### config.mk
export PLATFORM = sky130hd
export DESIGN_NAME = bus_node_filter
export DESIGN_NICKNAME = d
export VERILOG_FILES = /design/src/rtl/bus_node_filter.sv
export SDC_FILE = /design/constraint.sdc
export NUM_CORES = 1
export LEC_CHECK = 0
export BUFFER_PORTS_ARGS = -buffer_cell sky130_fd_sc_hd__buf_4
export CELL_PAD_IN_SITES_DETAIL_PLACEMENT = 1
export CELL_PAD_IN_SITES_GLOBAL_PLACEMENT = 2
export CORE_UTILIZATION = 30
export DETAILED_ROUTE_END_ITERATION = 16
export PLACE_DENSITY = 0.89
export SLEW_MARGIN = 5
export SYNTH_ARGS = -nofsm -noshare
export SYNTH_HDL_FRONTEND = slang
export SYNTH_SLANG_ARGS = --single-unit
### constraint.sdc
create_clock -name clk -period 6.45 [get_ports clk]
set_clock_uncertainty 0.15 [all_clocks]
set_input_delay 0.3225 -clock clk [delete_from_list [all_inputs] [get_ports clk]]
set_output_delay 0.3225 -clock clk [all_outputs]
set_load 0.02 [all_outputs]
### src/rtl/bus_node_filter.sv
module bus_node_filter #(
  parameter int          LEN_W      = 8,
  parameter logic [31:0] NODE_ID    = 32'hA5C3_0F71,
  parameter int          DISC_TICKS = 100,
  parameter int          CNT_W      = 32,
  parameter int          FB_LEN     = 16
) (
  input  logic             clk,
  input  logic             rst_n,
  input  logic             tick,
  input  logic             frm_valid,
  input  logic [LEN_W-1:0] frm_len,
  input  logic [31:0]      frm_head,
  output logic             addressed,
  output logic             reply_id,
  output logic             reply_status,
  output logic             fb_accept,
  output logic             err_pulse,
  output logic             comm_pulse,
  output logic [CNT_W-1:0] invalid_cnt
);

  localparam int TW = $clog2(DISC_TICKS + 1);
  localparam logic [TW-1:0]    TICK_LIM = TW'(DISC_TICKS);
  localparam logic [LEN_W-1:0] L_DISC = '0;
  localparam logic [LEN_W-1:0] L_CMD  = LEN_W'(1);
  localparam logic [LEN_W-1:0] L_ADDR = LEN_W'(4);
  localparam logic [LEN_W-1:0] L_FB   = LEN_W'(FB_LEN);

  logic [TW-1:0] tick_cnt;
  logic          disc_open, cnt_full;

  assign disc_open = tick_cnt < TICK_LIM;
  assign cnt_full  = &invalid_cnt;

  always_ff @(posedge clk) begin
    if (!rst_n) tick_cnt <= '0;
    else if (tick && disc_open) tick_cnt <= tick_cnt + 1'b1;
  end

  always_ff @(posedge clk) begin
    if (!rst_n) begin
      addressed    <= 1'b0;
      reply_id     <= 1'b0;
      reply_status <= 1'b0;
      fb_accept    <= 1'b0;
      err_pulse    <= 1'b0;
      comm_pulse   <= 1'b0;
      invalid_cnt  <= '0;
    end else begin
      reply_id     <= 1'b0;
      reply_status <= 1'b0;
      fb_accept    <= 1'b0;
      err_pulse    <= 1'b0;
      comm_pulse   <= frm_valid;
      if (frm_valid) begin
        if (frm_len == L_DISC) begin
          reply_id <= disc_open;
        end else if (frm_len == L_ADDR) begin
          addressed <= (frm_head == NODE_ID);
        end else if (frm_len == L_CMD) begin
          addressed <= 1'b0;
          if (addressed) begin
            reply_status <= (frm_head[7:0] == 8'h01);
          end else begin
            err_pulse <= 1'b1;
            if (!cnt_full) invalid_cnt <= invalid_cnt + 1'b1;
          end
        end else if (frm_len == L_FB) begin
          fb_accept <= addressed;
          addressed <= 1'b0;
        end else begin
          addressed <= 1'b0;
          err_pulse <= 1'b1;
          if (!cnt_full) invalid_cnt <= invalid_cnt + 1'b1;
        end
      end
    end
  end

  // strobes are mutually exclusive and each implies activity
  p_onehot_r2: assert property (@(posedge clk) disable iff (!rst_n)
    $onehot0({reply_id, reply_status, fb_accept, err_pulse}));
  p_comm_r2: assert property (@(posedge clk) disable iff (!rst_n)
    (reply_id || reply_status || fb_accept || err_pulse) |-> comm_pulse);
  p_status_r5: assert property (@(posedge clk) disable iff (!rst_n)
    reply_status |-> (!addressed && $past(addressed)));
  p_fb_r8: assert property (@(posedge clk) disable iff (!rst_n)
    fb_accept |-> (!addressed && $past(addressed)));
  p_no_overflow_r10: assert property (@(posedge clk) disable iff (!rst_n)
    cnt_full |=> &invalid_cnt);
  p_err_count_r7: assert property (@(posedge clk) disable iff (!rst_n)
    !$stable(invalid_cnt) |-> err_pulse);
  p_quiet_r11: assert property (@(posedge clk) disable iff (!rst_n)
    !frm_valid |=> !comm_pulse);

endmodule

Yosys cells after proc, flatten, opt, wreduce, memory -nomap -nowiden. Index checks and enable logic that the tools add are counted.

Register bits: 45. Bits of input ports: 44. Output and inout port bits: 38.

Add/sub/neg operators: 2. $lt $le $gt $ge: 1. Equality and inequality tests: 7. Mux-type cells: 8. Bitwise operators: 7. Reduce and logical (&&, ||, !) cells: 9.

Operator list (number): two-way mux 32 bit (4); adder 32 x 1 -> 32 bit (second input constant) (1); == test 32 bit (second input constant) (1); AND reduction 32 bit (1); == test 8 x 1 -> 1 bit (second input constant) (2); OR reduction 6 bit (2); == test 8 x 3 -> 1 bit (second input constant) (1); == test 8 x 5 -> 1 bit (second input constant) (1); zero test 8 bit (1); adder 7 x 1 -> 7 bit (second input constant) (1); < comparator 7 bit (second input constant) (1); inverter 1 bit (7); AND reduction 5 bit (1); two-way mux 1 bit (4); inequality test 2 bit (second input constant) (2); OR reduction 4 bit (1); AND reduction 3 bit (1); AND reduction 2 bit (1); logical AND 1 bit (1).

Depth between registers and ports, before layout.
Word-level depth: 4. Mapped depth: 8.

Worst setup path before layout. OpenSTA, ideal clock, no wires.

Kind: flip-flop to flip-flop. From: register invalid_cnt[24]. To: register invalid_cnt[21]. Arrival time: 2.275 ns. Data required time: 6.228 ns. Slack: 3.953 ns. Stages on the path, launching flop included: 8. Path through: dfxtp_1 > nand4_2 > or4_4 > nor4_1 > buf_4 > nor2_2 > nand3_1 > mux2i_1.

Longest elaborated chain between the ends: 4.

Ends and longest elaborated chain: start: declaration (line 20) `output logic [CNT_W-1:0] invalid_cnt`; start signal: assignment (line 67) `if (!cnt_full) invalid_cnt <= invalid_cnt + 1'b1;`; start signal: assignment (line 75) `if (!cnt_full) invalid_cnt <= invalid_cnt + 1'b1;`; AND reduction 32 bit * (line 34) `assign cnt_full = &invalid_cnt;`; two-way mux 32 bit *; two-way mux 32 bit, on equally long branches; two-way mux 32 bit *.

Mark *: on every way between the ends. The rest lies on a longest branch, timed or not. The select of a mux whose other input is x is not followed. A chain may end at the register's enable or synchronous reset.

Worst setup path in the final report.
From: register invalid_cnt[24]. To: register invalid_cnt[22].

Same word-level chain as after synthesis.

==> results.md <==
* Worst-skew pair later-pin latency at about 300 ps
* GRT overflow at 0
* RSZ-0062 raised after global routing: false
* Post-route clock period utilization at 0.455
* Logic pwr share at 0.097
* Reg2Reg Setup Slack at 3520 ps
* Mux share of post-synthesis cell area at 0.0178
* Largest family of logic cells by synthesized area: simple AND/OR/NAND/NOR gates
* Relative slew slack at 0.234
* Top-area cell type share of the netlist area at 0.401
* Sequential share of power at 0.545
* Post-CTS Resized at 0
* Slew Limit Fails at 0
* Post-Route Utilization at 0.418
* First-pass GRT wire length at 10200 µm
* Total power at 0.521 mW
* Crit path arrival time at 3020 ps
* Worst reg2reg path depth at 6
* Worst Path Max Fanout at 13
* R2r startpoint: invalid_cnt[24]$_SDFFE_PN0P_
* Final-stage net count at slightly below 400
* Seq/Total Area, Yosys at 0.401
* CTS tree: yes
* P&R area growth vs syn at 34.9%
* I/O pin count at slightly above 80
* Post-synth top cells: dfxtp_1, nor2_1, nand2_1
* Hold depth at 2
* Worst-Margin Slew at roughly 1100 ps
* Clk slew on worst S/H paths at ~90 ps
* CP required at about 6500 ps
* Largest net degree at the start of global routing at 35
* First-pass DRT Iterations at 4
* Placed cell area at 2940 µm²
* IO Port Bufs at between 80 and 90
* Reg-to-Reg End: invalid_cnt[22]$_SDFFE_PN0P_
* Worst min path class: in -> reg
* Xor/xnor share of the synthesized area at 0.0974
* Chip height at roughly 90 µm
* Synth Instances at ~270
* DRT Wirelength at ~6300 µm
* Synth area leaders: dfxtp_1, xnor2_1, nor2_1
* # rows at 31
* Hold Violations, Final at 0
* Min-delay src: frm_head[6]
* CTS root buffer: clkbuf_8
* F_max at ~340 MHz
* Psw at between 0.1 and 0.15 mW
* Syn Std Cell Area at 2250 µm²
* Layout fillers at slightly below 900
* Post-route DRC at 0
* Post-CTS Setup Inserts at 0
* CTS Buffer Depth at 2
* Post-DP HPWL at 4840 µm
* Gp weighted congestion at between 0.7 and 0.8
* Crit path capture type: register
* #FFs+latches synth at 45
* Setup total negative slack at 0 ps
* Switching share of power at 0.243
* Mapped Avg Cell Area at roughly 8.5 µm²
* Post-synth top area cell: dfxtp_1
* Final Critical Period at about 2900 ps
* Part of the power in the clock network at 0.358
* Vias/cell at 5.00
* Adder-Cell Fraction of Synth Area at 0.0111
* Die W at approximately 89 µm
* Status: completed
* Top-count cell post-synth: dfxtp_1
* Setup-failing EPs final at 0
* Number of buffers created by CTS at 5
* Global-route usage over all layers at 0.167
* Number of clock sinks at 45
* Iteration-0 DRC Markers at 58
* Vias in the first global route at 2240
* Avg WL per Cell at ~14 µm
* P_int at 0.394 mW
* Startpoint Class: register
* Hold_ws at ~30 ps
* Pwr dens at about 170 nW/µm²
* CTS Hold Bufs at 0
* DR vias at between 2000 and 2500
* Core box area at slightly above 7000 µm²
* Syn nets at 311
* Detail Route Antenna Nets at 0
* Max cap viols at 0
* Count of unique library cells instantiated by Yosys at 44
* Main synth FF type: dfxtp_1
* Antenna cells at 0
* Post-Synth Simple-Gate Area at 0.365
* Starting Density at 0.310
* H-tree levels at 2
* YS warnings at 0
* Asr flop ratio synth at 0
* Layout cells sized above 1 at 0.297
* Peak VDD IR at 0.0804 mV
* Initial antenna violation count at 0
* Pleak at approximately 1.2 nW
* EDFF count, synth at 0
* Design area at between 3000 and 4000 µm²
* Hold Path End: reply_status$_SDFF_PP0_
* WS Path Type: reg -> reg
* Area fraction in compound gates after synthesis at 0.0762
* Die area at a little under 8000 µm²
-- worst max-delay path, stage by stage (launching register included) --
cell,delay [ps]
dfxtp_1,430
nand4_2,200
or4_4,600
nor4_2,990
nor3_1,160
nand3_1,160
mux2i_1,180
-- cells in the final DEF (no fill, tap or decap), drive strengths merged, types with 2 or more instances in the layout --
cell type and n:
ha 2, and3 3, nor4 11, nor4bb 2, and2 2, nand2 22
nor2 35, a21oi 12, xnor2 17, nand3 18, o21ai 6, o31ai 3
clkbuf 6, nand2b 5, nand4 12, or3 6, buf 81, inv 5
o311ai 2, and4 4, xor2 8, nor4b 3, nor3b 2, mux2i 4
nor3 8, dfxtp 45, or2 4, or4 7, clkinv 3
-- kinds of logic after synthesis --
group | Yosys count
AOI/OAI and AO/OA | 28
muxes | 4
adders and majority gates | 2
xor gates and xnor gates | 25
and+or+nand+nor | 145
DFF | 45
buffers and inverters | 16
-- flip-flops by register name, summed over array words and instances (netlist names) --
signal	count
reply_status	1
invalid_cnt	32
comm_pulse	1
tick_cnt	7
reply_id	1
fb_accept	1
err_pulse	1
addressed	1
-- power by group through the flow --
stage / clock network, mW / logic [mW] / registers (mW)
3_5_place_dp: 0 / 0.0510 / 0.290
6_report: 0.186 / 0.0504 / 0.284
2_1_floorplan: 0 / 0.0183 / 0.292
3_3_place_gp: 0 / 0.0498 / 0.290
5_1_grt: 0.204 / 0.0550 / 0.284
4_1_cts: 0.196 / 0.0512 / 0.284
-- cell type report --
type	instances	area [µm²]	share of cell area
Multi-Input combinational cell	204	1280	0.423
Sequential cell	45	901	0.297
Timing Repair Buffer	81	608	0.200
Tap cell	99	124	0.0408
Clock buffer	6	82.6	0.0272
Inverter	6	22.5	0.00742
Clock inverter	2	13.8	0.00454
-- how the worst max path moves through the flow --
stage	depth (start not counted)	start	to
final	6	invalid_cnt[24]$_SDFFE_PN0P_	invalid_cnt[22]$_SDFFE_PN0P_
after CTS	6	invalid_cnt[24]$_SDFFE_PN0P_	invalid_cnt[22]$_SDFFE_PN0P_
after global placement	6	invalid_cnt[24]$_SDFFE_PN0P_	invalid_cnt[16]$_SDFFE_PN0P_
after detailed placement	6	invalid_cnt[24]$_SDFFE_PN0P_	invalid_cnt[22]$_SDFFE_PN0P_
after global routing	6	invalid_cnt[24]$_SDFFE_PN0P_	invalid_cnt[22]$_SDFFE_PN0P_
after floorplan	7	invalid_cnt[24]$_SDFFE_PN0P_	invalid_cnt[21]$_SDFFE_PN0P_
-- metrics by stage --
stage | worst slack, ps | instances
detailed placement | 3500 | 435
finish | 3520 | 443
floorplan | 3950 | 265
global route | 3170 | 443
global placement | 3610 | 435
CTS | 3490 | 443
-- per-layer routing --
layer / vias up / share of wire / track usage
met3: 7 / 0.081 / 0.0373
li1: 1106 / - / -
met4: 0 / 0.010 / 0.0440
met5: - / 0 / 0
met1: 1031 / 0.45 / 0.200
met2: 73 / 0.46 / 0.299
Note: power is estimated with default switching activity, not from simulation.
